**config.mk**
```make
export PLATFORM = sky130hd
export DESIGN_NAME = can_drv_guard
export DESIGN_NICKNAME = d
export VERILOG_FILES = /design/src/rtl/can_guard_pkg.sv /design/src/rtl/can_txd_sync.sv /design/src/rtl/can_dom_timer.sv /design/src/rtl/can_drv_gate.sv /design/src/rtl/can_drv_guard.sv
export SDC_FILE = /design/constraint.sdc
export NUM_CORES = 1
export LEC_CHECK = 0
export ABC_CLOCK_PERIOD_IN_PS = 1600
export BUFFER_PORTS_ARGS = -buffer_cell sky130_fd_sc_hd__buf_2
export CELL_PAD_IN_SITES_DETAIL_PLACEMENT = 0
export CELL_PAD_IN_SITES_GLOBAL_PLACEMENT = 2
export CORE_MARGIN = 3
export CORE_UTILIZATION = 33
export DETAILED_ROUTE_END_ITERATION = 12
export PLACE_DENSITY = 0.71
export SLEW_MARGIN = 20
export SYNTH_ARGS = -nofsm -noshare
export SYNTH_HDL_FRONTEND = slang
export SYNTH_HIERARCHICAL = 1
export SYNTH_SLANG_ARGS = --single-unit
```
**constraint.sdc**
```tcl
create_clock -name clk -period 1.6 [get_ports clk]
set_clock_uncertainty 0.05 [all_clocks]
set_input_delay 0.08 -clock clk [delete_from_list [all_inputs] [get_ports clk]]
set_output_delay 0.08 -clock clk [all_outputs]
set_load 0.02 [all_outputs]
```
**src/rtl/can_guard_pkg.sv**
```systemverilog
package can_guard_pkg;

    // Longest legal run of dominant bits in a frame (stuff error plus error flag)
    localparam int unsigned MIN_DOM_BITS = 11;

    typedef enum logic [1:0] {
        MODE_ACTIVE = 2'd0,
        MODE_LISTEN = 2'd1,
        MODE_HOT    = 2'd2
    } drv_mode_e;

    typedef struct packed {
        logic level;  // synchronized line, 1 = recessive
        logic rose;   // recessive-going edge this cycle
        logic fell;   // dominant-going edge this cycle
    } txd_view_t;

    function automatic int unsigned eff_timeout(int unsigned tmo, int unsigned bit_cyc);
        int unsigned floor_c;
        floor_c = MIN_DOM_BITS * bit_cyc;
        return (tmo > floor_c) ? tmo : floor_c;
    endfunction

    // Thermal fault has priority over the listen-only select
    function automatic drv_mode_e pick_mode(logic silent, logic hot);
        if (hot)
            return MODE_HOT;
        else if (silent)
            return MODE_LISTEN;
        else
            return MODE_ACTIVE;
    endfunction

endpackage

```
**src/rtl/can_txd_sync.sv**
```systemverilog
module can_txd_sync
    import can_guard_pkg::*;
#(
    parameter int unsigned STAGES = 2
) (
    input  logic      clk,
    input  logic      rst,
    input  logic      raw_i,
    output txd_view_t view_o
);

    logic [STAGES-1:0] chain_q;
    logic              last_q;

    generate
        if (STAGES == 1) begin : g_single
            always_ff @(posedge clk) begin
                if (rst) chain_q <= '1;
                else     chain_q <= raw_i;
            end
        end else begin : g_multi
            always_ff @(posedge clk) begin
                if (rst) chain_q <= '1;
                else     chain_q <= {chain_q[STAGES-2:0], raw_i};
            end
        end
    endgenerate

    always_ff @(posedge clk) begin
        if (rst) last_q <= 1'b1;
        else     last_q <= chain_q[STAGES-1];
    end

    always_comb begin
        view_o.level = chain_q[STAGES-1];
        view_o.rose  = chain_q[STAGES-1] & ~last_q;
        view_o.fell  = ~chain_q[STAGES-1] & last_q;
    end

endmodule

```
**src/rtl/can_dom_timer.sv**
```systemverilog
module can_dom_timer
    import can_guard_pkg::*;
#(
    parameter int unsigned LIMIT = 1000
) (
    input  logic      clk,
    input  logic      rst,
    input  txd_view_t view_i,
    input  drv_mode_e mode_i,
    output logic      expired_o
);

    localparam int unsigned CW = $clog2(LIMIT + 1);
    localparam logic [CW-1:0] LIM = CW'(LIMIT);
    localparam logic [CW-1:0] ONE = CW'(1);

    logic [CW-1:0] cnt_q;
    logic          expired_q;

    always_ff @(posedge clk) begin
        if (rst) begin
            cnt_q     <= '0;
            expired_q <= 1'b0;
        end else if (view_i.rose) begin
            cnt_q     <= '0;
            expired_q <= 1'b0;
        end else if (mode_i != MODE_ACTIVE || view_i.level) begin
            cnt_q <= '0;
        end else if (view_i.fell) begin
            cnt_q     <= ONE;
            expired_q <= (LIMIT == 1);
        end else if (!expired_q) begin
            if (cnt_q == LIM - ONE)
                expired_q <= 1'b1;
            if (cnt_q != LIM)
                cnt_q <= cnt_q + ONE;
        end
    end

    assign expired_o = expired_q;

endmodule

```
**src/rtl/can_drv_gate.sv**
```systemverilog
module can_drv_gate
    import can_guard_pkg::*;
(
    input  drv_mode_e mode_i,
    input  logic      level_i,
    input  logic      expired_i,
    output logic      drv_en_o,
    output logic      bus_dom_o
);

    always_comb begin
        drv_en_o  = (mode_i == MODE_ACTIVE) && !expired_i;
        bus_dom_o = drv_en_o && !level_i;
    end

endmodule

```
**src/rtl/can_drv_guard.sv**
```systemverilog
module can_drv_guard
    import can_guard_pkg::*;
#(
    parameter int unsigned TMO_CYCLES  = 1000,
    parameter int unsigned BIT_CYCLES  = 50,
    parameter int unsigned SYNC_STAGES = 2
) (
    input  logic clk,
    input  logic rst,
    input  logic tx_data_i,
    input  logic silent_i,
    input  logic thermal_fault_i,
    output logic drv_en_o,
    output logic bus_dom_o,
    output logic tmo_flag_o
);

    localparam int unsigned EFF = eff_timeout(TMO_CYCLES, BIT_CYCLES);

    txd_view_t view;
    drv_mode_e mode;
    logic      expired;

    assign mode = pick_mode(silent_i, thermal_fault_i);

    can_txd_sync #(.STAGES(SYNC_STAGES)) sync_i (
        .clk    (clk),
        .rst    (rst),
        .raw_i  (tx_data_i),
        .view_o (view)
    );

    can_dom_timer #(.LIMIT(EFF)) timer_i (
        .clk       (clk),
        .rst       (rst),
        .view_i    (view),
        .mode_i    (mode),
        .expired_o (expired)
    );

    can_drv_gate gate_i (
        .mode_i    (mode),
        .level_i   (view.level),
        .expired_i (expired),
        .drv_en_o  (drv_en_o),
        .bus_dom_o (bus_dom_o)
    );

    assign tmo_flag_o = expired;

endmodule

```
==> results of run 1 <==
-- worst max path at each step --
stage / start / to
2_1_floorplan: timer_i/cnt_q[0] / timer_i/cnt_q[0]
3_3_place_gp: timer_i/cnt_q[7] / timer_i/expired_o
3_5_place_dp: timer_i/cnt_q[0] / timer_i/cnt_q[0]
4_1_cts: timer_i/cnt_q[0] / timer_i/cnt_q[0]
5_1_grt: timer_i/cnt_q[2] / timer_i/cnt_q[7]
6_report: timer_i/cnt_q[0] / timer_i/cnt_q[0]
-- cell families (layout without fill, tap and decap cells) --
logic type	after synthesis	in the layout
compound gates	8	8
xor+xnor	7	7
fa+ha+maj	2	2
buf+inv	6	21
flops	14	14
mux	1	1
simple gates	37	37
-- sequential cells by signal (all words and copies together) (netlist names) --
| signal | flops |
|---|---|
| sync_i/chain_q | 2 |
| timer_i/cnt_q | 10 |
| timer_i/expired_o | 1 |
| sync_i/last_q | 1 |
-- area by class of cell --
type	instances	area (µm²)	area share
clock buffers	3	22.52	0.02761
inverters	5	18.77	0.02301
multi-input cells	55	375.4	0.4601
flip-flops and latches	14	280.3	0.3436
well taps	25	31.28	0.03834
repair buffers	13	87.58	0.1074
-- layout by cell type (no fill, tap or decap) --
cell type      Yosys  final
dfxtp_1           14     14
and4b_1            1      1
nand2_1            6      6
dlygate4sd3_1      0      3
ha_1               2      2
a2111oi_2          1      1
o41a_1             1      1
nor3_4             1      1
nor3_1             6      6
o21ai_0            1      1
and2b_1            1      1
nand4b_1           1      1
nor2b_4            1      1
inv_1              5      5
nand3_1            3      3
nor2_1             8      8
or3_1              1      1
nand3b_1           1      1
a21oi_1            4      4
nand4_1            2      2
mux2i_1            1      1
nor4_2             1      1
buf_4              1      3
nor2b_1            1      1
xnor2_1            5      5
or2_1              3      3
a311o_1            1      1
buf_2              0      7
xor2_1             2      2
clkbuf_4           0      3
-- per-stage QoR --
step	instance area, µm²	setup WS (ps)	cells
2_1_floorplan	681.9	250.3	75
6_report	815.8	160.4	115
5_1_grt	815.8	35.30	115
3_3_place_gp	763.2	160.5	109
3_5_place_dp	763.2	170.2	109
4_1_cts	815.8	151.8	115
-- tightest hold or removal path: stages --
cell and delay, ps:
buf_2 160, nor3_4 70, nand2_1 60, a21oi_1 30
-- per-layer routing --
layer  up-vias  wire length (µm)
li1        290                 -
met1       242               671
met2         7               497
met3         2                45
met4         0                12
met5         -                 0
-- power by group through the flow --
stage / sequential (mW) / combinational [mW] / clock, mW
6_report: 0.354 / 0.0339 / 0.191
5_1_grt: 0.355 / 0.0374 / 0.225
4_1_cts: 0.354 / 0.0345 / 0.210
3_5_place_dp: 0.362 / 0.0289 / 0
3_3_place_gp: 0.362 / 0.0286 / 0
2_1_floorplan: 0.361 / 0.0191 / 0
-- timing repair --
action,CTS,global route
hold endpoints to repair,3,0
endpoints found under the setup margin,0,0
hold buffers,3,0
==> results.tsv, run 1 <==
metric	value	unit
grt_pass1_vias	486	
synth-edff-count	0	
clk_pin_slew	80	ps
cts_buffers	3	
num_io_pins	8	
async_flop_share	0	
grt_pass1_wl	2.132	mm
synth_top_area_cell	dfxtp_1	
r2r_slack	160	ps
power_switching	0.1232	mW
p_leak	0.2727	nW
critPathLaunchType	flop	
synth_flop_cell	dfxtp_1	
grt_max_degree	10	
yosys.area_share.simple	0.3193	
synth_top_cell_area_share	0.4110	
finalHoldViolations	0	
slowest_stage	dfxtp_1	
insertion_delay	270	ps
drive_gt1_frac	0.1889	
slew_violations	0	
ant_nets	0	
p_clk_frac	0.330	
drt_iter0_drc	12	
peakVddDrop	0.3759	mV
synthTopCellsByCount	dfxtp_1, nor2_1, nand2_1, nor3_1	
finalWorstPathRequiredPeriod	1440	ps
seqPwrFrac	0.612	
synth_compound_area_frac	0.08991	
dieArea	2648	µm²
required	1760	ps
cp-end-kind	flop	
crit_arrival	1600	ps
ys_types	27	
p_int	0.4558	mW
drt_pass1_iterations	4	
comb_power_share	0.059	
cts-resized-gates	0	
syn_inst	75	
postSynthAreaPerCell	9.092	µm²
worst_hold_path.num_cells	4	
relSlewSlack	0.7401	
path_cells	inv_1 -> ha_1 -> nand3b_1 -> o41a_1 -> xnor2_1 -> a21oi_1	
cp_max_fo	5	
cts_sinks	14	
synth-seq-cells	14	
synthAdderAreaFrac	0.03670	
synth-xor-area-share	0.08991	
met1_usage	0.1566	
wirelength	1.226	mm
power_density	709.7	nW/µm²
synthMuxAreaShare	0.01468	
core-area	1839	µm²
tns	0	ps
netSwitchingFraction	0.2127	
synth.yosys.seq_area_share	0.4110	
grt-ovfl-total	0	
worstHoldEndpoint	timer_i/cnt_q[0]	
rsz0062_at_grt	false	
hp-class	in2reg	
outcome	finished, final reports clean	
fin_util	0.4435	
num_vias	541	
n_antenna_cell	0	
clk_path_buf_depth	2	
drc	0	
synth_area	681.9	µm²
yosysWarnings	6	
port_buffers	7	
syn_nets	82	
critPathMaxStageDelay	360	ps
period_share	0.8998	
setup_viol	0	
r2r_end	timer_i/cnt_q[0]	
die_x	51.46	µm
cp_top_family	compound AO/OA/AOI/OAI gates	
die_h	51.46	µm
max-cap-violations	0	
worstMarginPinSlew	388.7	ps
synth_top_family_by_area	simple AND/OR/NAND/NOR gates	
routed_via_density	4.704	
crit_cells	6	
hold_ws	123.4	ps
met3_usage	0.02624	
grt_usage	0.1092	
timing.rr.start	timer_i/cnt_q[0]	
row_count	15	
cts_tree	done	
antenna_found_initial	0	
dpl.hpwl	937.2	µm
min_from	thermal_fault_i	
area_growth	19.63	%
cts-root-buf	clkbuf_4	
start_util	0.3707	
grt-busiest-layer	met1	
nets	99	
met2_usage	0.1441	
cts_setup_buffers	0	
yosysMostFrequentCell	dfxtp_1	
htreeDepth	1	
criticalPathCategory	reg2reg	
crit_buf_inv	1	
rr_worst_depth	6	
gp_congestion	0.7423	
fmax	694.6	MHz
fill_cells	205	
yosys-top-cells-area	dfxtp_1, xnor2_1, nor3_1	
wl_per_cell	10.66	µm
p_total	0.5790	mW
(Power assumes the default switching activity.)
==> run 2: changes to the inputs <==
--- a/config.mk
+++ b/config.mk
@@ -5,7 +5,7 @@
 export SDC_FILE = /design/constraint.sdc
 export NUM_CORES = 1
 export LEC_CHECK = 0
-export ABC_CLOCK_PERIOD_IN_PS = 1600
+export ABC_CLOCK_PERIOD_IN_PS = 1400
 export BUFFER_PORTS_ARGS = -buffer_cell sky130_fd_sc_hd__buf_2
 export CELL_PAD_IN_SITES_DETAIL_PLACEMENT = 0
 export CELL_PAD_IN_SITES_GLOBAL_PLACEMENT = 2
==> constraint.sdc (replaced) <==
create_clock -name clk -period 1.4 [get_ports clk]
set_clock_uncertainty 0.05 [all_clocks]
set_input_delay 0.07 -clock clk [delete_from_list [all_inputs] [get_ports clk]]
set_output_delay 0.07 -clock clk [all_outputs]
set_load 0.02 [all_outputs]
==> results.tsv, run 2 (synthesis gave the netlist of run 1 again) <==
metric	value	unit
seqPwrFrac	0.549	
cts_buffers	3	
finalWorstPathRequiredPeriod	1414	ps
insertion_delay	280	ps
fmax	707.4	MHz
pre_cts_slack	-32.23	ps
criticalPathCategory	reg2reg	
drt_iter0_drc	13	
grt_pass1_vias	568	
power_switching	0.1540	mW
power_density	757.7	nW/µm²
area_growth	42.75	%
grt_usage	0.1183	
crit_arrival	1570	ps
cp_max_fo	3	
cts_sinks	14	
layout_commonest_cell	buf_4	
netSwitchingFraction	0.2088	
p_total	0.7376	mW
drt_pass1_iterations	3	
row_count	15	
grt_pass1_wl	2.290	mm
wirelength	1.356	mm
ant_nets	0	
start_util	0.3707	
path_cells	nand3_1 -> o41a_1 -> xnor2_1 -> a21oi_1	
hp-class	in2reg	
violations	setup timing	
finalHoldViolations	0	
clk_path_buf_depth	2	
hold_ws	234.5	ps
rsz0062_at_grt	true	
p_int	0.5836	mW
p_clk_frac	0.392	
dpl.hpwl	985.5	µm
wl_per_cell	10.43	µm
r2r_slack	-10	ps
cp-end-kind	flop	
cts-root-buf	clkbuf_4	
regMostFlops	timer_i/cnt_q	
setup_viol	1	
worst_slack	-13.61	ps
routed_via_density	4.615	
relSlewSlack	0.8278	
crit_end	timer_i/cnt_q[0]	
grt_max_degree	9	
gp_congestion	0.7719	
cp_top_family	compound AO/OA/AOI/OAI gates	
fill_cells	183	
comb_power_share	0.060	
critPathLaunchType	flop	
htreeDepth	1	
final_cell_mix	buf_4, dfxtp_1, nor2_1, buf_2, nand2_1	
slew_violations	0	
drive_gt1_frac	0.3905	
antenna_found_initial	0	
largest_reg_flops	10	
nets	113	
largestRegisters	timer_i/cnt_q: 10 flops, sync_i/chain_q: 2 flops	
period_share	1.010	
grt-ovfl-total	0	
multi_input_area	410.4	µm²
die_h	51.46	µm
critPathMaxStageDelay	480	ps
die_x	51.46	µm
crit_buf_inv	0	
clk_pin_slew	90	ps
drc	0	
outcome	finished, violations left	
cts_tree	done	
core-area	1839	µm²
required	1550	ps
crit_cells	4	
slowest_stage	o41a_1	
dieArea	2648	µm²
num_vias	600	
n_antenna_cell	0	
r2r_end	timer_i/cnt_q[0]	
port_buffers	7	
worstMarginPinSlew	256.3	ps
timing.rr.start	timer_i/cnt_q[8]	
peakVddDrop	0.5121	mV
register_area	284.0	µm²
max-cap-violations	0	
min_from	thermal_fault_i	
p_leak	0.3492	nW
rr_worst_depth	4	
num_io_pins	8	
startpoint	timer_i/cnt_q[8]	
-- run 2: power groups by stage --
stage / sequential (mW) / clock (mW) / combinational (mW)
6_report: 0.405 / 0.289 / 0.0440
5_1_grt: 0.405 / 0.324 / 0.0485
4_1_cts: 0.405 / 0.304 / 0.0437
3_5_place_dp: 0.414 / 0 / 0.0354
3_3_place_gp: 0.414 / 0 / 0.0354
2_1_floorplan: 0.413 / 0 / 0.0219
-- run 2: stage by stage --
stage	TNS [ps]	util	std cells	area, µm²
global route	-185.3	0.5293	130	973.4
finish	-13.61	0.5293	130	973.4
detailed placement	-32.23	0.4517	118	830.8
global placement	0	0.4517	118	830.8
floorplan	0	-	75	681.9
CTS	-31.33	0.5095	128	937.1
-- run 2: worst min-delay path by stage --
stage / end / slack (ps) / cells past startpoint
final: timer_i/cnt_q[0] / 230 / 5
after global routing: timer_i/cnt_q[0] / 250 / 5
after CTS: timer_i/cnt_q[0] / 220 / 5
after detailed placement: sync_i/chain_q[0] / 210 / 2
after global placement: sync_i/chain_q[0] / 200 / 2
after floorplan: timer_i/expired_o / 90 / 1
-- run 2: area by class of cell --
| class | instances | area share |
|---|---|---|
| Multi-Input combinational cell | 55 | 0.4216 |
| Clock buffer | 4 | 0.03728 |
| Inverter | 5 | 0.01928 |
| Timing Repair Buffer | 27 | 0.1979 |
| Sequential cell | 14 | 0.2918 |
| Tap cell | 25 | 0.03213 |
-- run 2: repair_timing --
action / in CTS / in global routing
endpoints found under the hold margin: 4 / 0
pin swaps: 4 / 3
gates resized for setup: 7 / 4
buffers inserted: 3 / 2
hold buffers: 3 / 0
endpoints found under the setup margin: 2 / 8
-- run 2: worst min-delay path, stage by stage --
cell     delay [ps]
buf_2           160
nor3_4           70
buf_4           130
nand2_1          60
a21oi_1          40
-- run 2: metal layers --
metal / GRT usage / up-vias / share of wire / wire (µm)
met3: 0.06122 / 4 / 0.063 / 86
met4: 0.03493 / 0 / 0.013 / 18
met1: 0.1314 / 264 / 0.50 / 681
li1: - / 321 / - / -
met5: 0 / - / 0 / 0
met2: 0.1949 / 11 / 0.42 / 570
